==> src/rtl/gpio_multiport_pkg.sv <==
package gpio_multiport_pkg;

  localparam int PORT_PINS   = 8;
  localparam int BANK_STRIDE = 'h30;

  localparam logic [5:0] OFF_DIN  = 6'h04;
  localparam logic [5:0] OFF_DOUT = 6'h08;
  localparam logic [5:0] OFF_MODE = 6'h0C;
  localparam logic [5:0] OFF_PULL = 6'h10;
  localparam logic [5:0] OFF_EVT  = 6'h14;
  localparam logic [5:0] OFF_IEN  = 6'h18;
  localparam logic [5:0] OFF_FRC  = 6'h1C;
  localparam logic [5:0] OFF_EDGE = 6'h20;

  typedef enum logic [1:0] {
    PM_INPUT = 2'b00,
    PM_PUSH  = 2'b01,
    PM_SINK  = 2'b10,
    PM_SRC   = 2'b11
  } pin_mode_e;

  typedef struct packed {
    logic oe;
    logic val;
  } pad_drv_t;

  // Drive decision for one pin; released pads show val = 0.
  function automatic pad_drv_t pad_drive(pin_mode_e mode, logic d);
    pad_drv_t r;
    unique case (mode)
      PM_PUSH: begin r.oe = 1'b1; r.val = d;    end
      PM_SINK: begin r.oe = ~d;   r.val = 1'b0; end
      PM_SRC:  begin r.oe = d;    r.val = d;    end
      default: begin r.oe = 1'b0; r.val = 1'b0; end
    endcase
    return r;
  endfunction

  // Per-bit edge match: rise_sel=1 wants 0->1, rise_sel=0 wants 1->0.
  function automatic logic [PORT_PINS-1:0] edge_hits(
    logic [PORT_PINS-1:0] prev, logic [PORT_PINS-1:0] cur,
    logic [PORT_PINS-1:0] rise_sel);
    return (rise_sel & ~prev & cur) | (~rise_sel & prev & ~cur);
  endfunction

  // Sticky event update: new sets win over a same-cycle clear.
  function automatic logic [PORT_PINS-1:0] event_next(
    logic [PORT_PINS-1:0] cur, logic [PORT_PINS-1:0] clr,
    logic [PORT_PINS-1:0] set);
    return (cur & ~clr) | set;
  endfunction

  function automatic logic [31:0] ctrl_word(logic [6:0] cores,
    logic [6:0] ver, logic [1:0] bits);
    return {16'h0000, cores, ver, bits};
  endfunction

endpackage

==> src/rtl/gpio_insync.sv <==
module gpio_insync #(
  parameter int WIDTH = 8
) (
  input  logic             clk,
  input  logic             rst_n,
  input  logic             use_sync,
  input  logic [WIDTH-1:0] raw,
  output logic [WIDTH-1:0] sampled
);
  logic [WIDTH-1:0] stage1_q, stage2_q;

  always_ff @(posedge clk or negedge rst_n) begin
    if (!rst_n) begin
      stage1_q <= '0;
      stage2_q <= '0;
    end else begin
      stage1_q <= raw;
      stage2_q <= stage1_q;
    end
  end

  assign sampled = use_sync ? stage2_q : raw;


  sync_depth_chk: assert property (@(posedge clk) disable iff (!rst_n)
    (use_sync && $past(use_sync)) |=> (stage2_q == $past(raw, 2)));

endmodule

==> src/rtl/gpio_port.sv <==
module gpio_port
  import gpio_multiport_pkg::*;
#(
  parameter int PORT_IDX = 0,
  parameter int ADDR_W   = 9
) (
  input  logic                 clk,
  input  logic                 rst_n,
  input  logic [ADDR_W-1:0]    bus_addr,
  input  logic                 bus_wr,
  input  logic [15:0]          bus_wdata,
  input  logic                 capture_en,
  input  logic [PORT_PINS-1:0] smp,
  output logic [31:0]          rd_data,
  output logic [PORT_PINS-1:0] pad_out,
  output logic [PORT_PINS-1:0] pad_oe,
  output logic [PORT_PINS-1:0] pad_pu_en,
  output logic                 irq
);
  localparam logic [ADDR_W-1:0] BASE   = ADDR_W'(PORT_IDX * BANK_STRIDE);
  localparam logic [ADDR_W-1:0] STRIDE = ADDR_W'(BANK_STRIDE);

  logic [ADDR_W-1:0] rel;
  logic              in_bank;
  logic [5:0]        off;

  assign rel     = bus_addr - BASE;
  assign in_bank = (bus_addr >= BASE) && (rel < STRIDE);
  assign off     = rel[5:0];

  logic wr_dout, wr_mode, wr_pull, wr_evt, wr_ien, wr_frc, wr_edge;
  assign wr_dout = bus_wr && in_bank && (off == OFF_DOUT);
  assign wr_mode = bus_wr && in_bank && (off == OFF_MODE);
  assign wr_pull = bus_wr && in_bank && (off == OFF_PULL);
  assign wr_evt  = bus_wr && in_bank && (off == OFF_EVT);
  assign wr_ien  = bus_wr && in_bank && (off == OFF_IEN);
  assign wr_frc  = bus_wr && in_bank && (off == OFF_FRC);
  assign wr_edge = bus_wr && in_bank && (off == OFF_EDGE);

  logic [PORT_PINS-1:0]   dout_q, pull_dis_q, ien_q, rise_q, evt_q, prev_q;
  logic [2*PORT_PINS-1:0] mode_q;

  // named internal events for the checks
  logic [PORT_PINS-1:0] hit_raw, hit_gated, frc_set, evt_clr;
  assign hit_raw   = edge_hits(prev_q, smp, rise_q);
  assign hit_gated = capture_en ? hit_raw : '0;
  assign frc_set   = wr_frc ? bus_wdata[PORT_PINS-1:0] : '0;
  assign evt_clr   = wr_evt ? bus_wdata[PORT_PINS-1:0] : '0;

  always_ff @(posedge clk or negedge rst_n) begin
    if (!rst_n) begin
      dout_q     <= '0;
      mode_q     <= '0;
      pull_dis_q <= '0;
      ien_q      <= '0;
      rise_q     <= '0;
      evt_q      <= '0;
      prev_q     <= '0;
    end else begin
      if (wr_dout) dout_q     <= bus_wdata[PORT_PINS-1:0];
      if (wr_mode) mode_q     <= bus_wdata[2*PORT_PINS-1:0];
      if (wr_pull) pull_dis_q <= bus_wdata[PORT_PINS-1:0];
      if (wr_ien)  ien_q      <= bus_wdata[PORT_PINS-1:0];
      if (wr_edge) rise_q     <= bus_wdata[PORT_PINS-1:0];
      evt_q  <= event_next(evt_q, evt_clr, hit_gated | frc_set);
      prev_q <= smp;
    end
  end

  for (genvar i = 0; i < PORT_PINS; i++) begin : g_pin
    pad_drv_t drv;
    assign drv          = pad_drive(pin_mode_e'(mode_q[2*i +: 2]), dout_q[i]);
    assign pad_oe[i]    = drv.oe;
    assign pad_out[i]   = drv.val;
    assign pad_pu_en[i] = ~pull_dis_q[i];


    rise_cause_chk: assert property (@(posedge clk) disable iff (!rst_n)
      ($rose(evt_q[i]) && !$past(frc_set[i]) && $past(rise_q[i]))
        |-> ($past(smp[i]) && !$past(prev_q[i])));

    fall_cause_chk: assert property (@(posedge clk) disable iff (!rst_n)
      ($rose(evt_q[i]) && !$past(frc_set[i]) && !$past(rise_q[i]))
        |-> (!$past(smp[i]) && $past(prev_q[i])));
  end

  assign irq = |(evt_q & ien_q);

  always_comb begin
    rd_data = '0;
    if (in_bank) begin
      unique case (off)
        OFF_DIN:  rd_data[PORT_PINS-1:0]   = smp;
        OFF_DOUT: rd_data[PORT_PINS-1:0]   = dout_q;
        OFF_MODE: rd_data[2*PORT_PINS-1:0] = mode_q;
        OFF_PULL: rd_data[PORT_PINS-1:0]   = pull_dis_q;
        OFF_EVT:  rd_data[PORT_PINS-1:0]   = evt_q;
        OFF_IEN:  rd_data[PORT_PINS-1:0]   = ien_q;
        OFF_EDGE: rd_data[PORT_PINS-1:0]   = rise_q;
        default:  rd_data = '0;
      endcase
    end
  end


  evt_w1c_chk: assert property (@(posedge clk) disable iff (!rst_n)
    wr_evt |=> ((evt_q & $past(evt_clr) & ~$past(hit_gated | frc_set)) == '0));

  no_capture_chk: assert property (@(posedge clk) disable iff (!rst_n)
    (!capture_en && !wr_frc) |=> ((evt_q & ~$past(evt_q)) == '0));

  irq_hold_chk: assert property (@(posedge clk) disable iff (!rst_n)
    (irq && !wr_evt && !wr_ien) |=> irq);

endmodule

==> src/rtl/gpio_multiport.sv <==
module gpio_multiport
  import gpio_multiport_pkg::*;
#(
  parameter int         NUM_PORTS = 5,
  parameter int         ADDR_W    = 9,
  parameter logic [6:0] CORE_VER  = 7'h0B,
  localparam int        NPINS     = NUM_PORTS * PORT_PINS
) (
  input  logic              clk,
  input  logic              rst_n,
  input  logic [ADDR_W-1:0] bus_addr,
  input  logic              bus_wr,
  input  logic [31:0]       bus_wdata,
  output logic [31:0]       bus_rdata,
  input  logic [NPINS-1:0]  pad_in,
  output logic [NPINS-1:0]  pad_out,
  output logic [NPINS-1:0]  pad_oe,
  output logic [NPINS-1:0]  pad_pu_en,
  output logic [NUM_PORTS-1:0] irq
);
  localparam logic [6:0] CORE_CNT = 7'(NUM_PORTS);

  logic [1:0] ctrl_q;
  logic       ctrl_sel;
  logic       unused_hi;

  assign ctrl_sel  = (bus_addr == '0);
  assign unused_hi = ^bus_wdata[31:16];

  always_ff @(posedge clk or negedge rst_n) begin
    if (!rst_n)                 ctrl_q <= '0;
    else if (bus_wr && ctrl_sel) ctrl_q <= bus_wdata[1:0];
  end

  logic [NPINS-1:0] smp_all;

  gpio_insync #(.WIDTH(NPINS)) u_sync (
    .clk      (clk),
    .rst_n    (rst_n),
    .use_sync (ctrl_q[1]),
    .raw      (pad_in),
    .sampled  (smp_all)
  );

  logic [31:0] port_rd [NUM_PORTS];

  for (genvar p = 0; p < NUM_PORTS; p++) begin : g_port
    gpio_port #(.PORT_IDX(p), .ADDR_W(ADDR_W)) u_port (
      .clk        (clk),
      .rst_n      (rst_n),
      .bus_addr   (bus_addr),
      .bus_wr     (bus_wr),
      .bus_wdata  (bus_wdata[15:0]),
      .capture_en (ctrl_q[0]),
      .smp        (smp_all[p*PORT_PINS +: PORT_PINS]),
      .rd_data    (port_rd[p]),
      .pad_out    (pad_out[p*PORT_PINS +: PORT_PINS]),
      .pad_oe     (pad_oe[p*PORT_PINS +: PORT_PINS]),
      .pad_pu_en  (pad_pu_en[p*PORT_PINS +: PORT_PINS]),
      .irq        (irq[p])
    );
  end

  always_comb begin
    bus_rdata = ctrl_sel ? ctrl_word(CORE_CNT, CORE_VER, ctrl_q) : 32'h0;
    for (int p = 0; p < NUM_PORTS; p++) bus_rdata |= port_rd[p];
  end


  ctrl_ro_chk: assert property (@(posedge clk) disable iff (!rst_n)
    ctrl_sel |-> (bus_rdata[15:2] == {CORE_CNT, CORE_VER}));

endmodule

==> config.mk <==
export PLATFORM = sky130hd
export DESIGN_NAME = gpio_multiport
export DESIGN_NICKNAME = d
export VERILOG_FILES = /design/src/rtl/gpio_multiport_pkg.sv /design/src/rtl/gpio_insync.sv /design/src/rtl/gpio_port.sv /design/src/rtl/gpio_multiport.sv
export SDC_FILE = /design/constraint.sdc
export NUM_CORES = 1
export LEC_CHECK = 0
export ABC_AREA = 1
export BUFFER_PORTS_ARGS = -buffer_cell sky130_fd_sc_hd__buf_2
export CORE_MARGIN = 1
export CORE_UTILIZATION = 30
export CTS_BUF_LIST = sky130_fd_sc_hd__clkbuf_4 sky130_fd_sc_hd__clkbuf_8 sky130_fd_sc_hd__clkbuf_16
export DETAILED_ROUTE_END_ITERATION = 8
export PLACE_DENSITY = 0.44
export SYNTH_ARGS = -nofsm -noshare
export SYNTH_HDL_FRONTEND = slang
export SYNTH_SLANG_ARGS = --single-unit
==> constraint.sdc <==
create_clock -name clk -period 3.34 [get_ports clk]
set_clock_uncertainty 0.2 [all_clocks]
set_input_delay 0.501 -clock clk [delete_from_list [all_inputs] [get_ports clk]]
set_output_delay 0.501 -clock clk [all_outputs]
set_load 0.05 [all_outputs]
==> results.cfg <==
[global_routing]
grt_pass1_vias = 19091
antenna_found_initial = 6
grt_max_degree = 83
grt_usage = 0.236
grt.overflow.total = 0
grt_pass1_wl_um = 122000

[sta]
fmax_ghz = 0.305
fin_crit_sh = 0.982
setup_viol = 0
finalSetupTns_ps = 0
slew_viol_final = 0
hold_ws_ps = 103
slew_headroom = 0.275
period_needed_ps = 3280
worstMarginPinSlew_ps = 1090
setup_slack_ps = 60.0
hold_viol_final = 0

[worst_setup_path]
crit_family = buffers and inverters
cp-end-kind = primary output
cp_max_fo = 5
cp.arrival_ps = 2580
cp_slowest_cell = ha_2
crit_top_cell = nand2_1
crit_cells = 16
critPathKind = input port to primary output
critPathLaunchType = input port
crit_chain = buf_2 > buf_4 > ha_2 > inv_1 > nor2_2 > buf_4 > buf_4 > nand2_1 > nand2_1 > nor2_1 > nand2_1 > nand2_1 > nand2_1 > nor2_1 > nand2_1 > buf_6
worst-path-buf-inv = 6
reg2regPathDepth = 10
critPathMaxStageDelay_ps = 210
worstPathRequired_ps = 2640

[clock_network]
cts_tree = yes
clk_latency_ps = 610
clk_pin_slew_ps = 60
cts_htree_levels = 2
root_buffer = clkbuf_16
cts_buffers = 50
cts_buffer_depth = 3
clock_sinks = 402

[logic_synthesis]
synth_edf_count = 0
synth_seq_cells = 402
yosysSeqAreaShare = 0.495
async_flop_share = 1.00
synth.avg_cell_area_um2 = 7.52
syn_area_um2 = 20300
netlist_instances = 2702
ys_warn_count = 0
yosysUniqueCellTypes = 40
synth_ff_type = dfrtp_1

[route]
route.detailed.drc = 0
post_drt_wl_per_cell_um = 20.7
postRouteWirelength_um = 81800
via_per_inst = 4.88
drtIter0Drc = 1675
drt-pass1-iter-count = 5
num_vias = 19309
final_antenna_net_count = 0

[placed_design]
pre_cts_ws_ps = -141
gp_congestion = 0.922
place_area_um2 = 23200
io_buffers = 208
hpwl_um = 60200
dp.cells = 3811

[floorplan]
initial_utilization = 0.303
die_y_um = 262
dieArea_um2 = 68800
dieWidth_um = 262
io_pins = 241
rows = 95
core_um2 = 67000

[pwr]
power.leakage_nw = 13.1
total_power_mw = 12.4
cellPowerDensity_nw_per_um2 = 483
ir_worst_vdd_v = 0.000375

[cells_and_area]
stdcell_area_um2 = 25700
nets = 3139
regArea_um2 = 10100
final_core_util = 0.383
multi_input_area_um2 = 8690
layout-drive-gt1-share = 0.187
fillers = 7074
syn_to_final_growth_pct = 26.5
final_cells = 3957

[worst_hold_path]
hold_class = input port to flop
whs_path_depth = 3

[flow_run]
maxCapViolations = 0

[run_status]
status = finished, final reports clean
## metal layers
layer  vias to the layer above  part of all wire  GRT usage
li1                       9205                 -          -
met1                      9412              0.45      0.324
met2                       573              0.46      0.381
met3                       119             0.058     0.0386
met4                         0             0.028     0.0727
met5                         -                 0          0
## report_power, final
part / switching (mW) / leakage, nW / internal [mW] / total [mW]
registers: 0.212 / 4.92 / 5.15 / 5.37
clock network: 2.27 / 0.845 / 3.27 / 5.54
logic: 1.10 / 7.33 / 0.416 / 1.52
## sequential cells by signal, summed over array words and instances, names as in the netlist
name,flops
g_port.u_port.pull_dis_q,40
g_port.u_port.dout_q,40
u_sync.stage2_q,40
u_sync.stage1_q,40
g_port.u_port.mode_q,80
g_port.u_port.ien_q,40
g_port.u_port.rise_q,40
ctrl_q,2
g_port.u_port.prev_q,40
g_port.u_port.evt_q,40
## worst paths after layout
check | slack, ps | start | to
worst max-delay path | 60 | bus_addr[5] | bus_rdata[5]
worst min-delay path | 100 | bus_wdata[4] | g_port[4].u_port.mode_q[4]
worst max register to register | 1370 | ctrl_q[1] | g_port[1].u_port.evt_q[6]
worst min register to register | 150 | u_sync.stage1_q[18] | u_sync.stage2_q[18]
max in group asynchronous | 1870 | rst_n | g_port[4].u_port.rise_q[7]
min in group asynchronous | 230 | rst_n | g_port[4].u_port.mode_q[10]
## worst reg2reg max path, delay by kind of cell, from the launching register on
family                 cells  cell delay (ps)
buffers and inverters      4              420
AOI/OAI and AO/OA          2              350
DFF                        1              420
and+or+nand+nor            4              530
## cells in the mapped netlist (17+ instances only)
cell      count  area, um2
clkbuf_1     53        199
nand3_1      49        245
or2_2        19        119
nand2_1     926       3480
buf_4        29        218
o21ai_0     388       1940
dfrtp_1     402      10100
a21oi_1      61        305
nand4_1      74        463
buf_2        40        200
o21ai_1      17       85.1
nor2_1      218        818
inv_1       288       1080
## placed cells by master, fill, tap and decap left out, types with 23 or more instances in the layout
master / netlist / layout
nand2_1: 926 / 908
dlygate4sd3_1: 0 / 49
buf_12: 0 / 23
buf_4: 29 / 132
buf_2: 40 / 196
nor2_1: 218 / 211
dfrtp_1: 402 / 401
nand2_2: 9 / 24
clkbuf_16: 0 / 51
nand4_1: 74 / 74
a21oi_1: 61 / 59
nand3_1: 49 / 48
inv_1: 288 / 285
o21ai_0: 388 / 367
## logic make-up (layout without fill, tap and decap cells)
family	after synthesis	after routing	share of synthesized area
compound gates	501	501	0.127
xor+xnor	14	14	0.00603
fa+ha+maj	13	13	0.00800
buf+inv	435	800	0.0905
flops	402	402	0.495
other cells	1	18	0.000185
simple gates	1336	1336	0.273
## timing repair
item,4_1_cts,5_1_grt
resized for setup,64,40
hold buffers,49,0
pin swaps,1,5
gates cloned,0,1
endpoints found under the hold margin,116,0
buffers inserted,0,2
endpoints found under the setup margin,12,13
## cell type report
cell class	count	share of cell area
diodes	2	0.000195
clock buffers	73	0.0583
inverters	298	0.0438
well taps	873	0.0425
multi-input cells	1880	0.338
flip-flops and latches	402	0.391
repair buffers	410	0.119
clock inverters	19	0.00672
Power figures use the tool's default switching activity.
